File: config.mk
export PLATFORM = sky130hd
export DESIGN_NAME = busseq_wavegen
export DESIGN_NICKNAME = d
export VERILOG_FILES = /design/src/rtl/busseq_pkg.sv /design/src/rtl/busseq_pattern_ram.sv /design/src/rtl/busseq_sequencer.sv /design/src/rtl/busseq_route.sv /design/src/rtl/busseq_wavegen.sv
export SDC_FILE = /design/constraint.sdc
export NUM_CORES = 1
export LEC_CHECK = 0
export BUFFER_PORTS_ARGS = -buffer_cell sky130_fd_sc_hd__buf_2
export CORE_ASPECT_RATIO = 0.9
export CORE_MARGIN = 3
export CORE_UTILIZATION = 60
export CTS_CLUSTER_SIZE = 24
export DETAILED_ROUTE_END_ITERATION = 16
export GPL_ROUTABILITY_DRIVEN = 0
export MAX_ROUTING_LAYER = met4
export PLACE_DENSITY = 0.82
export REMOVE_ABC_BUFFERS = 1
export SYNTH_ARGS = -nofsm -noshare
export SYNTH_HDL_FRONTEND = slang
export SYNTH_SLANG_ARGS = --single-unit
File: constraint.sdc
create_clock -name clk -period 3.9 [get_ports clk]
set_input_delay 0.78 -clock clk [delete_from_list [all_inputs] [get_ports clk]]
set_output_delay 0.78 -clock clk [all_outputs]
set_load 0.02 [all_outputs]
File: src/rtl/busseq_pkg.sv
package busseq_pkg;

    localparam int WORD_W   = 32;
    localparam int NUM_LANE = 4;
    localparam int NUM_GPL  = 6;
    localparam int CS_MSB   = 31;
    localparam int BS_MSB   = 27;
    localparam int GPL_MSB  = 23;
    localparam int LAST_BIT = 0;

    typedef enum logic [0:0] {
        SEQ_IDLE = 1'b0,
        SEQ_RUN  = 1'b1
    } seq_state_e;

    typedef enum logic [1:0] {
        PSZ_8   = 2'b00,
        PSZ_16  = 2'b01,
        PSZ_32  = 2'b10,
        PSZ_32X = 2'b11
    } port_size_e;

    function automatic logic [NUM_LANE-1:0] lane_mask(input logic [1:0] size,
                                                      input logic [1:0] addr);
        logic [NUM_LANE-1:0] m;
        unique case (size)
            PSZ_8:   m = 4'b0001 << addr;
            PSZ_16:  m = addr[1] ? 4'b1100 : 4'b0011;
            default: m = 4'b1111;
        endcase
        return m;
    endfunction

endpackage

File: src/rtl/busseq_pattern_ram.sv
module busseq_pattern_ram
    import busseq_pkg::*;
#(
    parameter int DEPTH = 64,
    localparam int AW   = $clog2(DEPTH)
) (
    input  logic              clk,
    input  logic              rst_n,
    input  logic              ptr_load,
    input  logic [AW-1:0]     ptr_val,
    input  logic              we,
    input  logic [WORD_W-1:0] wdata,
    output logic [AW-1:0]     ptr,
    input  logic [AW-1:0]     rd_addr,
    output logic [WORD_W-1:0] rd_data
);

    logic [WORD_W-1:0] mem [DEPTH];
    logic [AW-1:0]     ptr_q;

    always_ff @(posedge clk or negedge rst_n) begin
        if (!rst_n) begin
            ptr_q <= '0;
        end else if (ptr_load) begin
            ptr_q <= ptr_val;
        end else if (we) begin
            ptr_q <= ptr_q + 1'b1;
        end
    end

    always_ff @(posedge clk) begin
        if (we && !ptr_load) begin
            mem[ptr_q] <= wdata;
        end
    end

    assign ptr     = ptr_q;
    assign rd_data = mem[rd_addr];

    a_r2_ptr_step: assert property (@(posedge clk) disable iff (!rst_n)
        (we && !ptr_load) |=> (ptr_q == $past(ptr_q) + 1'b1));

    a_r2_ptr_load: assert property (@(posedge clk) disable iff (!rst_n)
        ptr_load |=> (ptr_q == $past(ptr_val)));

endmodule

File: src/rtl/busseq_sequencer.sv
module busseq_sequencer
    import busseq_pkg::*;
#(
    parameter int DEPTH     = 64,
    parameter int NUM_BANKS = 8,
    localparam int AW       = $clog2(DEPTH)
) (
    input  logic                 clk,
    input  logic                 rst_n,
    input  logic                 req_valid,
    input  logic [AW-1:0]        req_start,
    input  logic [NUM_BANKS-1:0] req_hit,
    input  logic [1:0]           req_size,
    input  logic [1:0]           req_addr,
    input  logic                 word_last,
    output logic                 busy,
    output logic [1:0]           phase,
    output logic [AW-1:0]        idx,
    output logic                 err,
    output logic [NUM_BANKS-1:0] hit_q,
    output logic [NUM_LANE-1:0]  lane_q
);

    localparam logic [AW-1:0] TOP_IDX = AW'(DEPTH - 1);

    seq_state_e state_q, state_d;
    logic       launch, overrun;
    logic [1:0] phase_q;
    logic [AW-1:0] idx_q;
    logic       err_q;

    // state register
    always_ff @(posedge clk or negedge rst_n) begin
        if (!rst_n) state_q <= SEQ_IDLE;
        else        state_q <= state_d;
    end

    // transitions: launch, finish, overrun
    always_comb begin
        state_d = state_q;
        launch  = 1'b0;
        overrun = 1'b0;
        unique case (state_q)
            SEQ_IDLE: begin
                if (req_valid) begin
                    state_d = SEQ_RUN;
                    launch  = 1'b1;
                end
            end
            SEQ_RUN: begin
                if (phase_q == 2'd3) begin
                    if (word_last) begin
                        state_d = SEQ_IDLE;
                    end else if (idx_q == TOP_IDX) begin
                        state_d = SEQ_IDLE;
                        overrun = 1'b1;
                    end
                end
            end
            default: state_d = SEQ_IDLE;
        endcase
    end

    // sequencing datapath and captured request context
    always_ff @(posedge clk or negedge rst_n) begin
        if (!rst_n) begin
            phase_q <= '0;
            idx_q   <= '0;
            err_q   <= 1'b0;
            hit_q   <= '0;
            lane_q  <= '0;
        end else begin
            err_q <= overrun;
            if (launch) begin
                phase_q <= '0;
                idx_q   <= req_start;
                hit_q   <= req_hit;
                lane_q  <= lane_mask(req_size, req_addr);
            end else if (state_q == SEQ_RUN) begin
                phase_q <= phase_q + 1'b1;
                if (phase_q == 2'd3 && !word_last && idx_q != TOP_IDX) begin
                    idx_q <= idx_q + 1'b1;
                end
            end
        end
    end

    assign busy  = (state_q == SEQ_RUN);
    assign phase = phase_q;
    assign idx   = idx_q;
    assign err   = err_q;

    a_r3_phase_step: assert property (@(posedge clk) disable iff (!rst_n)
        (busy && $past(busy)) |-> (phase_q == $past(phase_q) + 2'd1));

    a_r3_idx_hold: assert property (@(posedge clk) disable iff (!rst_n)
        (busy && phase_q != 2'd0) |-> $stable(idx_q));

    a_r8_end_at_t4: assert property (@(posedge clk) disable iff (!rst_n)
        $fell(busy) |-> ($past(phase_q) == 2'd3));

    a_r9_err_pulse: assert property (@(posedge clk) disable iff (!rst_n)
        err_q |=> !err_q);

    a_r9_err_source: assert property (@(posedge clk) disable iff (!rst_n)
        err_q |-> (!busy && $past(busy) && $past(idx_q) == TOP_IDX));

    a_r10_ctx_hold: assert property (@(posedge clk) disable iff (!rst_n)
        (busy && $past(busy)) |-> ($stable(hit_q) && $stable(lane_q)));

endmodule

File: src/rtl/busseq_route.sv
module busseq_route
    import busseq_pkg::*;
#(
    parameter int NUM_BANKS = 8
) (
    input  logic                 busy,
    input  logic [1:0]           phase,
    input  logic [WORD_W-1:0]    word,
    input  logic [NUM_BANKS-1:0] hit_q,
    input  logic [NUM_LANE-1:0]  lane_q,
    output logic [NUM_BANKS-1:0] cs_n,
    output logic [NUM_LANE-1:0]  bs_n,
    output logic [NUM_GPL-1:0]   gpl
);

    logic [3:0] cs_bits, bs_bits;
    logic       cs_lvl, bs_lvl;
    logic       unused_word;

    assign cs_bits     = word[CS_MSB -: 4];
    assign bs_bits     = word[BS_MSB -: 4];
    assign cs_lvl      = cs_bits[2'd3 - phase];
    assign bs_lvl      = bs_bits[2'd3 - phase];
    assign unused_word = ^word[GPL_MSB-NUM_GPL:0];

    for (genvar b = 0; b < NUM_BANKS; b++) begin : g_bank
        assign cs_n[b] = (busy && hit_q[b]) ? cs_lvl : 1'b1;
    end

    for (genvar l = 0; l < NUM_LANE; l++) begin : g_lane
        assign bs_n[l] = (busy && lane_q[l]) ? bs_lvl : 1'b1;
    end

    for (genvar g = 0; g < NUM_GPL; g++) begin : g_gpl
        assign gpl[g] = busy ? word[GPL_MSB - g] : 1'b0;
    end

endmodule

File: src/rtl/busseq_wavegen.sv
module busseq_wavegen
    import busseq_pkg::*;
#(
    parameter int DEPTH     = 64,
    parameter int NUM_BANKS = 8,
    localparam int AW       = $clog2(DEPTH)
) (
    input  logic                 clk,
    input  logic                 rst_n,
    input  logic                 cfg_ptr_load,
    input  logic [AW-1:0]        cfg_ptr_val,
    input  logic                 cfg_we,
    input  logic [WORD_W-1:0]    cfg_wdata,
    output logic [AW-1:0]        cfg_ptr,
    input  logic                 req_valid,
    input  logic [AW-1:0]        req_start,
    input  logic [NUM_BANKS-1:0] req_bank_hit,
    input  logic [1:0]           req_port_size,
    input  logic [1:0]           req_addr_lo,
    output logic [NUM_BANKS-1:0] cs_n,
    output logic [NUM_LANE-1:0]  bs_n,
    output logic [NUM_GPL-1:0]   gpl,
    output logic                 busy,
    output logic                 err_wrap
);

    logic [WORD_W-1:0]    word;
    logic [AW-1:0]        idx;
    logic [1:0]           phase;
    logic [NUM_BANKS-1:0] hit_q;
    logic [NUM_LANE-1:0]  lane_q;

    busseq_pattern_ram #(.DEPTH(DEPTH)) u_ram (
        .clk      (clk),
        .rst_n    (rst_n),
        .ptr_load (cfg_ptr_load),
        .ptr_val  (cfg_ptr_val),
        .we       (cfg_we),
        .wdata    (cfg_wdata),
        .ptr      (cfg_ptr),
        .rd_addr  (idx),
        .rd_data  (word)
    );

    busseq_sequencer #(.DEPTH(DEPTH), .NUM_BANKS(NUM_BANKS)) u_seq (
        .clk       (clk),
        .rst_n     (rst_n),
        .req_valid (req_valid),
        .req_start (req_start),
        .req_hit   (req_bank_hit),
        .req_size  (req_port_size),
        .req_addr  (req_addr_lo),
        .word_last (word[LAST_BIT]),
        .busy      (busy),
        .phase     (phase),
        .idx       (idx),
        .err       (err_wrap),
        .hit_q     (hit_q),
        .lane_q    (lane_q)
    );

    busseq_route #(.NUM_BANKS(NUM_BANKS)) u_route (
        .busy   (busy),
        .phase  (phase),
        .word   (word),
        .hit_q  (hit_q),
        .lane_q (lane_q),
        .cs_n   (cs_n),
        .bs_n   (bs_n),
        .gpl    (gpl)
    );

    a_r1_idle_quiet: assert property (@(posedge clk) disable iff (!rst_n)
        !busy |-> ((&cs_n) && (&bs_n) && gpl == '0));

    a_r5_bank_only: assert property (@(posedge clk) disable iff (!rst_n)
        busy |-> (((~cs_n) & ~hit_q) == '0));

    a_r6_lane_only: assert property (@(posedge clk) disable iff (!rst_n)
        busy |-> (((~bs_n) & ~lane_q) == '0));

endmodule

# Yosys cells after proc, flatten, opt, wreduce, memory -nomap -nowiden
# Memory sizes are Yosys's and may differ from the RTL's.
# Index checks and enable logic that the tools add are counted.
[word_totals]
reg_bits = 28
ram_bits = 2048
wordCells = 84
memories = 1
[classes]
n_addsub = 4
shift = 1
n_mux = 43
eq_ne = 4
reduce_logical = 22
magnitude_cmp = 1
bitwise_logic = 1
[memory_table]
columns = ["name", "words", "width", "rd", "rd_ports_with_merged_regs", "wr", "line_no", "text"]
rows = [
  ["u_ram.mem", 64, 32, 1, 0, 1, "busseq_pattern_ram.sv:18", "logic [WORD_W-1:0] mem [DEPTH];"],
]
[ops]
columns = ["operator", "count"]
rows = [
  ["2-to-1 mux 1 bit", 31],
  ["2-to-1 mux 6 bit", 5],
  ["logical AND 1 bit", 15],
  ["adder 6 x 1 -> 6 bit, second input constant", 2],
  ["case mux 4 bit (2 select lines)", 1],
  ["== test 6 bit, second input constant", 1],
  ["inequality test 6 bit, second input constant", 1],
  ["nonzero test 2 bit", 3],
  ["binary-select mux 1 bit (select 2 bit)", 2],
  ["2-to-1 mux 2 bit", 2],
  ["2-to-1 mux 4 bit", 1],
  ["left shift 1 x 2 -> 4 bit, first input constant", 1],
  ["less-than comparator 2 x 3 -> 1 bit, second input constant", 1],
  ["adder 2 x 1 -> 2 bit, second input constant", 1],
  ["== test 2 x 1 -> 1 bit, second input constant", 1],
  ["== test 2 bit, second input constant", 1],
  ["zero test 1 bit", 2],
  ["zero test 2 bit", 1],
  ["case mux 1 bit (2 select lines)", 1],
  ["AND reduction 2 bit", 1],
  ["subtractor 2 bit, first input constant", 1],
  ["inverter 1 bit", 1],
]

# Logic depth before layout (Yosys ltp)
# An unclocked memory read counts as a cell.
[logic_depth]
depth_word = 7
ltp_mapped = 14
mapped_depth_nobuf = 7

# By module
# From an unflattened synthesis, not the netlist that was laid out.
[unflattened]
cells_unflattened = 3606
hier_area_um2 = 79719.0
[modules_own_cells]
columns = ["mod", "area_per_inst_um2", "n_inst", "cells_each", "seq_area_each_um2"]
rows = [
  ["busseq_pattern_ram", 78308.9, 1, 3451, 61649.1],
  ["busseq_sequencer", 1083.5, 1, 114, 550.5],
  ["busseq_route", 326.6, 1, 41, 0.0],
]

# Least setup slack after synthesis
# Ideal clock, no wire load.
[synth_path]
path_kind = "register to output"
start = "register u_seq.idx_q[1], in the netlist u_seq.idx[1]"
end = "output port gpl[0]"
required_time_ps = 3120
path_slack_ps = 388
n_path_buf = 4
path_stages_with_launch = 9
arrival_ps = 2732
path_cell_list = "dfrtp_1 > buf_4 > buf_2 > buf_2 > buf_1 > mux4_2 > mux4_2 > mux4_2 > and2_1"
[synth_between]
elab_chain_cells = 2
[synth_rtl]
columns = ["item", "line_no", "text"]
rows = [
  ["start: declaration", "busseq_sequencer.sv:29", "logic [AW-1:0] idx_q;"],
  ["start signal: assignment", "busseq_sequencer.sv:76", "idx_q <= req_start;"],
  ["start signal: assignment", "busseq_sequencer.sv:82", "idx_q <= idx_q + 1'b1;"],
  ["memory read (64 x 32 bit)", "-", ""],
  ["2-to-1 mux 1 bit", "busseq_route.sv:35", "assign gpl[g] = busy ? word[GPL_MSB - g] : 1'b0;"],
  ["end: declaration", "busseq_wavegen.sv:22", "output logic [NUM_GPL-1:0] gpl,"],
]
# No other way between the ends.

# Worst setup path after layout
[layout_path]
start = "register u_seq.idx_q[0], in the netlist u_seq.idx[0]"
end = "output port bs_n[3]"
[layout_between]
elab_chain_cells = 4
[layout_rtl]
columns = ["item", "line_no", "text"]
rows = [
  ["memory read (64 x 32 bit)", "-", ""],
  ["binary-select mux 1 bit (select 2 bit)", "busseq_route.sv:23", "assign bs_lvl = bs_bits[2'd3 - phase];"],
  ["2-to-1 mux 1 bit (not written as such)", "busseq_route.sv:23", ""],
  ["2-to-1 mux 1 bit", "busseq_route.sv:31", "assign bs_n[l] = (busy && lane_q[l]) ? bs_lvl : 1'b1;"],
  ["end: declaration", "busseq_wavegen.sv:21", "output logic [NUM_LANE-1:0] bs_n,"],
]
# No other way between the ends. The select of a mux whose other input is x is not followed.

==> metrics.yaml <==
worst_setup_path:
  r2r_start: "u_seq.idx[0]$_DFFE_PN0P_"
  arrival_ns: 3.69
  cp_cell_sequence: "buf_12, buf_12, clkbuf_16, buf_4, mux2_2, o22ai_1, o31ai_2, a211oi_2, o31ai_2, a32oi_2, buf_6, nand2_2, buf_6"
  crit_type: "reg -> out"
  regToRegEndpoint: "u_seq.idx[3]$_DFFE_PN0P_"
  max_stage_delay_ns: 0.47
  startpoint: "u_seq.idx[0]$_DFFE_PN0P_"
  cp_max_fo: 9
  required_ns: 3.12
  end_kind: "output pin"
  reg2reg_slack_ns: 0.05
  start_kind: "flop"
  critPathTopFamily: "compound AO/OA/AOI/OAI gates"
  reg2reg_depth: 10
  crit_slowest_cell: "dfrtp_4"
  path_buf_inv: 6
logic_synthesis:
  ys.flop_type: "edfxtp_1"
  synth-seq-area-share: 0.766
  yosys.area.top_type: "edfxtp_1"
  postSynthCellCount: 1824
  synth.yosys.warnings: 0
  synth_top_area_share: 0.748
  synthDistinctLibCells: 60
  avgSynthCellArea_um2: 21.1
  ys_ff_latch: 988
  synth_area_leaders: "edfxtp_1 75%, mux4_2 13%, mux2i_1 2.1%"
  synth-edff-count: 960
  postSynth.asyncResetShare: 0.0283
  netlist_area_um2: 38600
sta:
  final.setup.tns_ns: -9.26
  slew_headroom: 0.0853
  finalSetupViolCount: 18
  timing.final.ws_setup_ns: -0.567
  fin_skew_ns: 0.0331
  rsz0062_at_grt: "yes"
  hold_slack_ns: 0.191
  period_share: 1.15
  drv_slew: 0
  worst_pin_slew_ns: 1.37
  period_needed_ns: 4.47
  hold_viol_final: 0
  fmax_ghz: 0.224
clock_tree:
  cts_buffer_depth: 3
  numClockSinks: 988
  clk_latency_ns: 0.66
  cts_tree: "done"
  cts_buffers: 90
  post_cts_hold_buffer_count: 0
  path_clk_slew_ns: 0.07
  h-tree-depth: 3
  root_buffer: "clkbuf_16"
grt:
  grt_pass1_wl_um: 148000
  antenna_found_initial: 1
  overflow: 0
  grt_pass1_vias: 21100
  grt_max_degree: 65
  grt_use_total: 0.320
finish:
  fin_util: 0.709
  regArea_um2: 29500
  nets: 2155
  syn2layout_area_growth_pct: 16.1
  fin_area_um2: 44800
  multiInputGateArea_um2: 8630
  instances_no_fill: 3010
  n_fill_cell: 3487
  drive_gt1_frac: 0.328
status:
  violations: "setup timing"
  status: "finished, violations left"
floorplan:
  row_count: 87
  ioPinCount: 87
  coreArea_um2: 63100
  dieArea_um2: 67300
  die_y_um: 246
  die_x_um: 273
  start_util: 0.611
route:
  firstDrtPassIters: 7
  avgRoutedWirePerCell_um: 34.5
  wl_um: 104000
  drt_iter0_drc: 3430
  ant_nets: 0
  routed-via-count: 21200
  vias_per_cell: 7.03
  drc: 0
power:
  vdd_drop_max_uv: 683
  power_mw: 31.9
  p_leak_nw: 14.8
  powerDensity_nw_per_um2: 713
placed_design:
  dp_hpwl_um: 58700
  dpl_cell_area_um2: 40800
  portBuffers: 69
  dpl.cell_count: 2801
  dpl_worst_slack_ns: 0.0857
hold_path:
  hp-class: "in -> async"
flow_run:
  drv_cap: 0
==> power by group <==
group          switching [mW]  internal, mW
clock                    3.88          4.87
sequential              0.252          11.8
combinational            5.91          5.19
==> sequential cells by signal, summed over array words and instances, names as in the netlist <==
signal and flops:
u_seq.phase 2, u_ram.ptr 6, u_seq.err 1, u_seq.busy 1, u_seq.lane_q 4, u_ram.mem 960
u_seq.idx 6, u_seq.hit_q 8
==> cell type report <==
cell class	instances	area share
well taps	845	0.0236
multi-input cells	729	0.193
inverters	6	0.000503
flip-flops and latches	988	0.660
clock buffers	109	0.0538
clock inverters	56	0.0107
diodes	1	0.0000559
repair buffers	276	0.0586
==> worst max-delay path by stage <==
stage               slack (ns)      end  cells after the start
floorplan                -8.96  cs_n[0]                      7
global placement          0.11  bs_n[3]                     12
detailed placement        0.09  bs_n[1]                     11
CTS                      -0.51   gpl[5]                      8
global route             -0.67  bs_n[3]                     13
finish                   -0.57  bs_n[3]                     13
==> what timing repair did <==
item	4_1_cts	5_1_grt
gates resized for setup	77	41
gates cloned	7	3
setup buffers	19	15
endpoints found under the setup margin	18	23
pin swaps	17	14
==> cells in the final DEF, fill, tap and decap left out, types with 7 or more instances in the layout <==
master and count:
a211oi_2 9, a21oi_1 20, a22o_1 8, a22oi_1 18, a31oi_1 8, buf_12 19, buf_16 13, buf_2 52
buf_4 162, buf_6 24, bufinv_16 7, clkbuf_1 13, clkbuf_16 95, clkinv_1 24, clkinv_2 16, dfrtp_1 25
edfxtp_1 960, mux2_2 19, mux2i_1 81, mux4_2 227, nand2_1 73, nand2_2 11, nand2b_1 7, nand3_1 12
nor2_1 88, nor2b_1 9, o21ai_0 15, o221ai_1 8, o22ai_1 17
==> routing by layer <==
metal,GRT usage,wire (um),part of all wire,vias up
met5,-,0,0,-
met4,0.118,4180,0.040,0
met3,0.0889,14300,0.14,301
met2,0.485,49600,0.48,1869
met1,0.425,35700,0.34,10900
li1,-,-,-,8130
==> worst register-to-register path: stages (launching register included) <==
cell      delay [ns]
dfrtp_4         0.47
buf_12          0.18
buf_16          0.19
buf_12          0.23
mux4_2          0.56
o2111a_1        0.29
o41ai_1         0.65
buf_4           0.25
and4b_1         0.44
nand3_1         0.14
a31oi_1         0.32
==> logic make-up after synthesis <==
kind of cell / count (synthesis) / share of synthesized area
AO/OA/AOI/OAI: 151 / 0.0280
AND/OR/NAND/NOR: 240 / 0.0279
multiplexers: 329 / 0.160
buffers and inverters: 107 / 0.0163
XOR/XNOR: 6 / 0.00136
flip-flops: 988 / 0.766
adder cells (fa/ha/maj): 3 / 0.000974
==> Yosys cell counts (all sizes together) (4+ instances only) <==
master	n
a22oi	21
a211oi	12
a22o	8
or3b	4
and2	10
o31ai	4
o221ai	8
o22ai	17
nand2b	7
mux4	227
dfrtp	28
inv	5
mux2	20
o21ai	18
clkbuf	36
nand3	12
nand3b	4
mux2i	82
nor2b	10
edfxtp	960
buf	65
nor2	89
a31oi	8
a2111oi	4
a221oi	8
a21oi	21
nand2	86
(Power assumes the default switching activity.)
